`src/rtl/spi_sclk_pkg.sv`:
```
package spi_sclk_pkg;

    typedef enum logic {
        GRAN_POW2   = 1'b0,
        GRAN_LINEAR = 1'b1
    } gran_e;

    // Edge events of the serial clock, in terms of idle/active level
    typedef struct packed {
        logic lead;   // idle -> active
        logic trail;  // active -> idle
    } edge_pair_t;

    // Data strobes after mapping by clock phase
    typedef struct packed {
        logic launch;
        logic sample;
    } strobe_t;

    function automatic strobe_t map_strobes(edge_pair_t e, logic phase);
        strobe_t s;
        s.launch = phase ? e.lead  : e.trail;
        s.sample = phase ? e.trail : e.lead;
        return s;
    endfunction

    function automatic int max_int(int a, int b);
        return (a > b) ? a : b;
    endfunction

endpackage

```
`src/rtl/spi_div_select.sv`:
```
module spi_div_select
    import spi_sclk_pkg::*;
#(
    parameter int CLKD_W = 4,
    parameter int EXT_W  = 8,
    parameter int DIV_W  = 16
) (
    input  gran_e              gran,
    input  logic [CLKD_W-1:0]  clkd,
    input  logic [EXT_W-1:0]   ext_div,
    output logic [DIV_W-1:0]   div_n,
    output logic [DIV_W-1:0]   half_n
);
    logic [DIV_W-1:0] lin_div;
    logic [DIV_W-1:0] pow_div;

    always_comb begin
        lin_div = DIV_W'({ext_div, clkd}) + DIV_W'(1);
        pow_div = DIV_W'(1) << clkd;
        div_n   = (gran == GRAN_LINEAR) ? lin_div : pow_div;
        half_n  = div_n >> 1;
    end

endmodule

```
`src/rtl/spi_div_phase.sv`:
```
module spi_div_phase
    import spi_sclk_pkg::*;
#(
    parameter int DIV_W = 16
) (
    input  logic              clk,
    input  logic              rst,
    input  logic              en,
    input  logic [DIV_W-1:0]  div_n,
    input  logic [DIV_W-1:0]  half_n,
    output logic              run_q,
    output logic [DIV_W-1:0]  cnt_q,
    output logic [DIV_W-1:0]  div_q,
    output logic              act_q,
    output logic              byp_q,
    output edge_pair_t        edges_q
);
    logic [DIV_W-1:0] half_q;
    logic             wrap;
    logic             run_n;
    logic [DIV_W-1:0] cnt_n;
    logic [DIV_W-1:0] div_nx;
    logic [DIV_W-1:0] half_nx;
    logic             act_n;
    logic             byp_n;
    edge_pair_t       edges_n;

    always_comb begin
        wrap    = run_q && (cnt_q == div_q - DIV_W'(1));
        run_n   = run_q;
        cnt_n   = cnt_q;
        div_nx  = div_q;
        half_nx = half_q;
        if (!en) begin
            run_n = 1'b0;
            cnt_n = '0;
        end else if (!run_q || wrap) begin
            // fresh period: only point where a new divisor is taken
            run_n   = 1'b1;
            cnt_n   = '0;
            div_nx  = div_n;
            half_nx = half_n;
        end else begin
            cnt_n = cnt_q + DIV_W'(1);
        end
        act_n         = run_n && (cnt_n < half_nx);
        byp_n         = run_n && (div_nx == DIV_W'(1));
        edges_n.lead  = run_n && (byp_n || (act_n && !act_q));
        edges_n.trail = run_n && (byp_n || (run_q && act_q && !act_n));
    end

    always_ff @(posedge clk) begin
        if (rst) begin
            run_q   <= 1'b0;
            cnt_q   <= '0;
            div_q   <= '0;
            half_q  <= '0;
            act_q   <= 1'b0;
            byp_q   <= 1'b0;
            edges_q <= '0;
        end else begin
            run_q   <= run_n;
            cnt_q   <= cnt_n;
            div_q   <= div_nx;
            half_q  <= half_nx;
            act_q   <= act_n;
            byp_q   <= byp_n;
            edges_q <= edges_n;
        end
    end

endmodule

```
`src/rtl/spi_sclk_out.sv`:
```
module spi_sclk_out
    import spi_sclk_pkg::*;
(
    input  logic       clk,
    input  logic       cpol,
    input  logic       cpha,
    input  logic       act_q,
    input  logic       byp_q,
    input  edge_pair_t edges_q,
    output logic       sclk,
    output logic       launch_edge,
    output logic       sample_edge
);
    strobe_t strobes;

    always_comb begin
        // divide-by-1 lets the reference through; otherwise a registered level
        sclk        = cpol ^ (act_q | (byp_q & clk));
        strobes     = map_strobes(edges_q, cpha);
        launch_edge = strobes.launch;
        sample_edge = strobes.sample;
    end

endmodule

```
`src/rtl/spi_sclk_gen.sv`:
```
module spi_sclk_gen
    import spi_sclk_pkg::*;
#(
    parameter int CLKD_W = 4,
    parameter int EXT_W  = 8
) (
    input  logic              clk,
    input  logic              rst,
    input  logic              chan_en,
    input  logic              gran_sel,
    input  logic [CLKD_W-1:0] clkd,
    input  logic [EXT_W-1:0]  ext_div,
    input  logic              cpol,
    input  logic              cpha,
    output logic              sclk,
    output logic              launch_edge,
    output logic              sample_edge
);
    localparam int POW_W = 1 << CLKD_W;
    localparam int LIN_W = CLKD_W + EXT_W + 1;
    localparam int DIV_W = max_int(POW_W, LIN_W);

    logic [DIV_W-1:0] div_n;
    logic [DIV_W-1:0] half_n;
    logic             run_q;
    logic [DIV_W-1:0] cnt_q;
    logic [DIV_W-1:0] div_q;
    logic             act_q;
    logic             byp_q;
    edge_pair_t       edges_q;
    gran_e            gran;

    assign gran = gran_e'(gran_sel);

    spi_div_select #(
        .CLKD_W (CLKD_W),
        .EXT_W  (EXT_W),
        .DIV_W  (DIV_W)
    ) u_sel (
        .gran    (gran),
        .clkd    (clkd),
        .ext_div (ext_div),
        .div_n   (div_n),
        .half_n  (half_n)
    );

    spi_div_phase #(
        .DIV_W (DIV_W)
    ) u_phase (
        .clk     (clk),
        .rst     (rst),
        .en      (chan_en),
        .div_n   (div_n),
        .half_n  (half_n),
        .run_q   (run_q),
        .cnt_q   (cnt_q),
        .div_q   (div_q),
        .act_q   (act_q),
        .byp_q   (byp_q),
        .edges_q (edges_q)
    );

    spi_sclk_out u_out (
        .clk         (clk),
        .cpol        (cpol),
        .cpha        (cpha),
        .act_q       (act_q),
        .byp_q       (byp_q),
        .edges_q     (edges_q),
        .sclk        (sclk),
        .launch_edge (launch_edge),
        .sample_edge (sample_edge)
    );

endmodule

```
`config.mk`:
```
export PLATFORM = sky130hd
export DESIGN_NAME = spi_sclk_gen
export DESIGN_NICKNAME = d
export VERILOG_FILES = /design/src/rtl/spi_sclk_pkg.sv /design/src/rtl/spi_div_select.sv /design/src/rtl/spi_div_phase.sv /design/src/rtl/spi_sclk_out.sv /design/src/rtl/spi_sclk_gen.sv
export SDC_FILE = /design/constraint.sdc
export NUM_CORES = 1
export LEC_CHECK = 0
export ABC_AREA = 1
export BUFFER_PORTS_ARGS = -buffer_cell sky130_fd_sc_hd__buf_2
export CAP_MARGIN = 20
export CORE_MARGIN = 1.5
export CORE_UTILIZATION = 40
export DETAILED_ROUTE_END_ITERATION = 6
export PLACE_DENSITY = 0.53
export SETUP_SLACK_MARGIN = 0.05
export SYNTH_ARGS = -nofsm -noshare
export SYNTH_HDL_FRONTEND = slang
export SYNTH_SLANG_ARGS = --single-unit
```
`constraint.sdc`:
```
create_clock -name clk -period 3.8 [get_ports clk]
set_input_delay 0.57 -clock clk [delete_from_list [all_inputs] [get_ports clk]]
set_output_delay 0.57 -clock clk [all_outputs]
set_load 0.05 [all_outputs]
```
==> impl_metrics.py, run 1 <==
metrics = {
    "place": {
        "gp_congestion": 0.870,
        "place.port_buffers": 20,
        "placed_cells": 697,
        "hpwl_um": 8410,
    },
    "critical_path": {
        "cp_top_family": "simple AND/OR/NAND/NOR gates",
        "crit_required_ns": 4.11,
        "critical_path_buf_inv_count": 4,
        "endpoint_kind": "register",
        "path_max_fanout": 9,
        "setup.worst_path.start_class": "register",
        "critPathArrivalTime_ns": 3.72,
        "cp_slowest_cell": "dfxtp_2",
        "crit_top_cell": "nand2_1",
        "crit_chain": "inv_2 -> ha_4 -> nand3_4 -> o21bai_1 -> nand2_1 -> nand3_1 -> nor3_2 -> nand2_1 -> nand2_4 -> nand2_4 -> inv_6 -> nand2_1 -> nand2_1 -> inv_1 -> ha_1 -> a21oi_1 -> o21ai_0 -> nand3_1 -> a21oi_1 -> a2111oi_2 -> buf_4 -> nand2_1 -> nand2_1 -> a21oi_1",
        "crit_type": "register to register",
        "slowest_delay_ns": 0.35,
    },
    "timing": {
        "finalSetupViolCount": 0,
        "slew_viol_final": 0,
        "setup_tns_ns": 0,
        "skew_ns": 0.00568,
        "rsz0062_at_grt": "no",
        "timing.fmax_ghz": 0.293,
        "hold_viol": 0,
        "slew_headroom_pct": 36.3,
        "finalCritPeriodShare_pct": 89.9,
        "period_minus_slack_ns": 3.42,
        "worstMarginPinSlew_ns": 0.956,
    },
    "grt": {
        "grt_start_max_net_pins": 52,
        "grt_pass1_vias": 3338,
        "globalRouteTotalUtil_pct": 22.5,
        "antenna_found_initial": 0,
        "grt_overflow": 0,
        "grt_pass1_wl_um": 17100,
    },
    "layout": {
        "syn2layout_area_growth_pct": 11.2,
        "multiInputGateArea_mm2": 0.00224,
        "num-nets-final": 642,
        "regArea_mm2": 0.00106,
        "diodes": 0,
        "drive_above_1_share_pct": 11.5,
        "stdcell_count": 710,
        "fillCellCount": 953,
    },
    "yosys": {
        "synthesis.nets": 616,
        "seq_area_frac_synth_pct": 28.9,
        "syn_area_per_cell_um2": 6.38,
        "ys.flop_type": "dfxtp_1",
        "syn_area_mm2": 0.00367,
        "yosysMostFrequentCell": "nand2_1",
        "synth_edf_count": 0,
        "synth_seq_cells": 53,
        "syn_inst": 575,
        "async_reset_ff_share_pct": 0,
        "ys_top_cells_by_area": "dfxtp_1 (29%), nand2_1 (16%), nor2_1 (9.2%)",
        "yosysTopAreaCellShare_pct": 28.9,
        "yosysUniqueCellTypes": 39,
        "synth_commonest_cells": "nand2_1 (154), nor2_1 (90), inv_1 (81), dfxtp_1 (53), nand3_1 (28)",
        "ys_warn_count": 0,
        "yosys.area.top_type": "dfxtp_1",
    },
    "floorplan": {
        "core_mm2": 0.00881,
        "die_h_um": 98.8,
        "ios": 21,
        "rows": 34,
        "initial_core_util_pct": 41.6,
        "dieArea_mm2": 0.00975,
        "die_w_um": 98.8,
    },
    "power": {
        "power.switching_mw": 0.414,
        "power_density_mw_per_mm2": 319,
        "pwr-share-comb_pct": 22.3,
        "p_clk_share_pct": 33.0,
        "leakagePower_nw": 1.91,
        "p_seq_share_pct": 44.7,
        "ir_drop_mv": 0.179,
        "total_power_mw": 1.30,
        "switching_share_pct": 31.8,
        "p_int_mw": 0.889,
    },
    "detailed_routing": {
        "drt-vias-per-instance": 5.01,
        "num_vias": 3559,
        "wl_per_cell_um": 14.6,
        "drt_iter0_markers": 262,
        "ant_nets": 0,
        "first_pass_iters": 5,
        "routed_wl_um": 10400,
        "drc": 0,
    },
    "clock_network": {
        "hold_buffers": 0,
        "clkSlewWorstSetupHoldPaths_ns": 0.10,
        "clk_latency_ns": 0.41,
        "cts_tree": "built",
    },
    "outcome": {
        "status": "complete, no violations",
    },
    "hold_path": {
        "hold_path.class": "register to register",
    },
    "flow_run": {
        "maxCapViolCount": 0,
    },
}
cell families (layout without fill, tap and decap cells):
group,count (synthesis),in the layout,synth area share (%)
buffers and inverters,99,126,11.0
xor gates and xnor gates,22,22,5.25
and+or+nand+nor,326,326,38.8
adders and majority gates,23,23,7.85
AOI/OAI and AO/OA,52,52,8.19
DFF,53,53,28.9
registers in the layout, summed over array words and instances (netlist names):
name / cells
u_phase.cnt_q: 16
u_phase.div_q: 16
u_phase.half_q: 16
u_phase.edges_q: 2
u_phase.act_q: 1
u_phase.byp_q: 1
u_phase.run_q: 1
placed cells by master, fill, tap and decap left out, types with 2 or more instances in the layout:
cell,count
a21oi_1,16
buf_2,20
buf_4,8
clkbuf_8,9
dfxtp_1,51
dfxtp_2,2
ha_1,22
inv_1,80
inv_2,3
nand2_1,153
nand2_2,3
nand2_4,2
nand3_1,28
nand3b_1,7
nand4_1,8
nor2_1,88
nor2_2,4
nor2_4,5
nor3_1,20
nor4_1,3
o21ai_0,15
o21ai_1,6
o21ai_2,2
o22ai_1,6
o32ai_1,2
xnor2_1,10
xor2_1,12
power by group through the flow:
stage                     clock network [mW]  registers [mW]  logic, mW
after floorplan                      0.00836           0.591      0.211
after global placement               0.00976           0.595      0.280
after detailed placement             0.00976           0.595      0.279
after CTS                              0.449           0.582      0.281
after global routing                   0.467           0.585      0.329
final                                  0.430           0.583      0.290
stage by stage:
| step | cell area [µm²] | util (%) | worst slack (ns) | hold slack, ns |
|---|---|---|---|---|
| final | 4080 | 46.3 | 0.382 | 0.462 |
| after global routing | 4080 | 46.3 | 0.0437 | 0.489 |
| after CTS | 4020 | 45.7 | 0.260 | 0.467 |
| after detailed placement | 3880 | 44.1 | 0.101 | 0.450 |
| after global placement | 3880 | 44.1 | 0.0552 | 0.450 |
| after floorplan | 3670 | - | 0.545 | 0.432 |
worst paths after layout:
check / slack (ns) / cells past startpoint / start / end
max: 0.38 / 24 / u_phase.div_q[0] / u_phase.edges_q[0]
min: 0.46 / 2 / u_phase.half_q[15] / u_phase.half_q[15]
max reg2reg: 0.38 / 24 / u_phase.div_q[0] / u_phase.edges_q[0]
min reg2reg: 0.46 / 2 / u_phase.half_q[15] / u_phase.half_q[15]
what timing repair did:
item	in CTS	in global routing
buffers inserted	0	2
endpoints found under the setup margin	0	3
gates resized for setup	0	13
layout make-up:
type	count	area share (%)
repair buffers	29	4.20
clock inverters	2	0.338
inverters	85	7.95
well taps	108	3.31
flip-flops and latches	53	26.1
clock buffers	10	3.16
multi-input cells	423	55.0
metal layers:
metal	wire length, µm	share of wire, %	up-vias	global-route usage [%]
met5	0	0	-	0
met4	199	1.9	0	7.47
met3	315	3.0	13	2.77
met2	4580	44	72	35.1
met1	5270	51	1606	32.1
li1	-	-	1868	-
worst register-to-register path: stages, from the launching register on:
cell       delay, ns
dfxtp_2         0.35
inv_2           0.11
ha_4            0.18
nand3_4         0.11
o21bai_1        0.18
nand2_1         0.07
nand3_1         0.13
nor3_2          0.19
nand2_1         0.14
nand2_4         0.14
nand2_4         0.07
inv_6           0.08
nand2_1         0.11
nand2_1         0.09
inv_1           0.05
ha_1            0.31
a21oi_1         0.13
o21ai_0         0.08
nand3_1         0.07
a21oi_1         0.07
a2111oi_2       0.28
buf_4           0.17
nand2_1         0.07
nand2_1         0.06
a21oi_1         0.05
(Power assumes the default switching activity.)
==> run 2: changes to the inputs <==
--- a/config.mk
+++ b/config.mk
@@ -5,8 +5,8 @@
 export SDC_FILE = /design/constraint.sdc
 export NUM_CORES = 1
 export LEC_CHECK = 0
-export ABC_AREA = 1
-export BUFFER_PORTS_ARGS = -buffer_cell sky130_fd_sc_hd__buf_2
+export ABC_AREA = 0
+export BUFFER_PORTS_ARGS = -buffer_cell sky130_fd_sc_hd__buf_4
 export CAP_MARGIN = 20
 export CORE_MARGIN = 1.5
 export CORE_UTILIZATION = 40
==> run 2 against run 1 <==
  * Highest routed layer unchanged
  * Die area fell by 1.7%
  * The run now ends with setup timing left
  * Clock-buffer cell count did not move
  * Largest power group unchanged
  * Non-clock buffer count rose by 72
  * Core utilization rose by 7.6 points
==> impl_metrics.py, run 2 <==
metrics = {
    "power": {
        "p_int_mw": 0.985,
        "leakagePower_nw": 1.95,
        "p_seq_share_pct": 42.1,
        "power.switching_mw": 0.418,
        "pwr-share-comb_pct": 26.7,
        "power_density_mw_per_mm2": 298,
        "p_clk_share_pct": 31.1,
        "ir_drop_mv": 0.267,
        "switching_share_pct": 29.8,
    },
    "critical_path": {
        "cp_slowest_cell": "or4_4",
        "crit_top_cell": "a21o_1",
        "path_max_fanout": 5,
        "setup.worst_path.start_class": "register",
        "r2r_cells": 19,
        "reg2reg_slack_ns": -0.60,
        "slowest_delay_ns": 0.56,
        "crit_type": "register to register",
        "reg2reg_to": "u_phase.edges_q[0]",
        "crit_required_ns": 4.10,
        "r2r_start": "u_phase.div_q[1]",
        "crit_chain": "inv_2 -> ha_4 -> or4b_4 -> buf_4 -> o31ai_1 -> nand3_1 -> a2111oi_4 -> a41oi_4 -> nand2b_4 -> or4_4 -> and2_4 -> ha_4 -> a21o_1 -> a21o_1 -> a21o_1 -> a311oi_2 -> o21ai_1 -> and4_1 -> o2bb2ai_1",
        "critPathArrivalTime_ns": 4.70,
        "endpoint_kind": "register",
    },
    "timing": {
        "rsz0062_at_grt": "yes",
        "hold_viol": 0,
        "slew_viol_final": 0,
        "finalSetupViolCount": 3,
        "worstMarginPinSlew_ns": 0.501,
        "slew_headroom_pct": 66.5,
        "finalCritPeriodShare_pct": 116,
        "period_minus_slack_ns": 4.40,
        "timing.final.ws_setup_ns": -0.600,
        "timing.fmax_ghz": 0.227,
        "skew_ns": 0.00657,
    },
    "place": {
        "hpwl_um": 7840,
        "place.port_buffers": 20,
        "placed_cells": 618,
        "gp_congestion": 0.891,
        "placed_cell_area_mm2": 0.00448,
        "post-place-ws_ns": -0.571,
    },
    "layout": {
        "mostFrequentLayoutCells": "buf_4 (99), nor2_1 (60), dfxtp_1 (49), xnor2_1 (26), nor3_1 (25)",
        "final_common_cell": "buf_4",
        "num-nets-final": 566,
        "reg_top3": "u_phase.cnt_q: 16 flops, u_phase.div_q: 16 flops, u_phase.half_q: 16 flops",
        "design_area_mm2": 0.00470,
        "syn2layout_area_growth_pct": 30.4,
        "drive_above_1_share_pct": 31.6,
        "diodes": 0,
        "stdcell_count": 634,
    },
    "yosys": {
        "syn_inst": 430,
        "yosysMostFrequentCell": "nor2_1",
        "yosysTopAreaCellShare_pct": 29.4,
        "ys_top_cells_by_area": "dfxtp_1 (29%), ha_1 (8.0%), nor2_1 (6.7%)",
        "synth_commonest_cells": "nor2_1 (64), dfxtp_1 (53), xnor2_1 (27), nor3_1 (25), ha_1 (23)",
        "syn_area_mm2": 0.00360,
        "synthesis.nets": 471,
        "yosys.area.top_type": "dfxtp_1",
        "seq_area_frac_synth_pct": 29.4,
        "synth_seq_cells": 53,
        "ys.flop_type": "dfxtp_1",
        "syn_area_per_cell_um2": 8.38,
        "synth_edf_count": 0,
        "ys_warn_count": 0,
        "yosysUniqueCellTypes": 65,
        "async_reset_ff_share_pct": 0,
    },
    "floorplan": {
        "dieArea_mm2": 0.00959,
        "die_w_um": 97.9,
        "die_h_um": 97.9,
        "initial_core_util_pct": 41.3,
        "ios": 21,
        "rows": 34,
        "core_mm2": 0.00872,
    },
    "detailed_routing": {
        "wl_per_cell_um": 15.5,
        "met2_length_um": 4670,
        "drt-vias-per-instance": 5.13,
        "first_pass_iters": 4,
        "drt_iter0_markers": 113,
        "ant_nets": 0,
        "drc": 0,
        "met1_length_um": 4870,
        "top_layer": "met4",
        "num_vias": 3252,
        "routed_wl_um": 9810,
        "route.met3.wl_um": 167,
    },
    "grt": {
        "grt_pass1_wl_um": 16700,
        "grt_pass1_vias": 3371,
        "grt_start_max_net_pins": 38,
        "globalRouteTotalUtil_pct": 21.9,
        "grt_overflow": 0,
        "antenna_found_initial": 0,
    },
    "hold_path": {
        "hold_path.class": "register to register",
        "holdPathStages": 2,
        "worstHoldEndpoint": "u_phase.half_q[12]",
        "min-delay-start": "u_phase.half_q[12]",
    },
    "outcome": {
        "violations": "setup timing",
        "status": "finished with violations",
    },
    "clock_network": {
        "clkSlewWorstSetupHoldPaths_ns": 0.10,
        "hold_buffers": 0,
        "clk_latency_ns": 0.41,
        "cts_tree": "built",
    },
    "flow_run": {
        "maxCapViolCount": 0,
    },
}
run 2: cell count changes in the layout (fill, tap and decap cells not counted), sizes merged, moves of 10 or more:
cell	before	now
and3	0	10
buf	29	102
inv	84	13
nand2	158	21
nand3	29	13
nor2	97	74
nor2b	0	11
o21ai	23	9
or2	1	13
xnor2	10	27
run 2: power by group through the flow:
stage / Clock, mW / Combinational (mW) / Sequential, mW
2_1_floorplan: 0.00754 / 0.210 / 0.605
3_3_place_gp: 0.00978 / 0.354 / 0.604
3_5_place_dp: 0.00978 / 0.359 / 0.604
4_1_cts: 0.455 / 0.370 / 0.591
5_1_grt: 0.471 / 0.413 / 0.594
6_report: 0.437 / 0.375 / 0.591
run 2: layout make-up:
class	count	area [µm²]
Fill cell	850	4020
Multi-Input combinational cell	347	2530
Sequential cell	53	1070
Timing Repair Buffer	101	778
Tap cell	108	135
Clock buffer	10	131
Inverter	13	48.8
Clock inverter	2	13.8
run 2: what timing repair did:
| action | in CTS | in global routing |
|---|---|---|
| gates resized for setup | 8 | 3 |
| buffers inserted | 3 | 2 |
| pin swaps | 5 | 6 |
| setup endpoints to repair | 3 | 3 |
run 2: worst max-delay path by stage:
stage / from / to / slack [ns] / depth (start not counted)
6_report: u_phase.div_q[1] / u_phase.edges_q[0] / -0.60 / 19
5_1_grt: u_phase.div_q[1] / u_phase.edges_q[0] / -0.79 / 21
4_1_cts: u_phase.div_q[6] / u_phase.edges_q[0] / -0.55 / 20
3_5_place_dp: u_phase.div_q[7] / u_phase.edges_q[0] / -0.57 / 20
3_3_place_gp: u_phase.div_q[7] / u_phase.edges_q[0] / -0.48 / 17
2_1_floorplan: u_phase.div_q[7] / u_phase.edges_q[0] / -0.53 / 17
run 2: worst max-delay path: cells and delay by family, from the launching register on:
family,cells,cell delay [ns]
flops,1,0.33
buf+inv,2,0.23
fa+ha+maj,2,0.34
compound gates,9,1.63
simple gates,6,1.73
run 2: metrics by stage:
stage | util, % | hold WS (ns) | TNS [ns] | power, mW
after floorplan | - | 0.424 | -1.26 | 0.823
after global placement | 51.4 | 0.448 | -1.37 | 0.967
after detailed placement | 51.4 | 0.464 | -1.62 | 0.973
after CTS | 53.6 | 0.479 | -1.53 | 1.42
after global routing | 53.9 | 0.496 | -2.24 | 1.48
final | 53.9 | 0.474 | -1.66 | 1.40
run 2: layer usage:
layer	vias to the layer above	global-route usage, %
met5	-	0
met3	10	2.79
li1	1713	-
met4	0	5.27
met2	52	37.2
met1	1477	29.4
run 2: cells by family (layout without fill, tap and decap cells):
group                      after synthesis  in the layout  synth area share [%]
muxes                                    9              9                  2.60
and+or+nand+nor                        212            212                  33.7
AOI/OAI and AO/OA                       63             63                  12.7
xor gates and xnor gates                40             40                  9.72
adders and majority gates               23             23                  7.98
DFF                                     53             53                  29.4
buffers and inverters                   30            126                  3.85
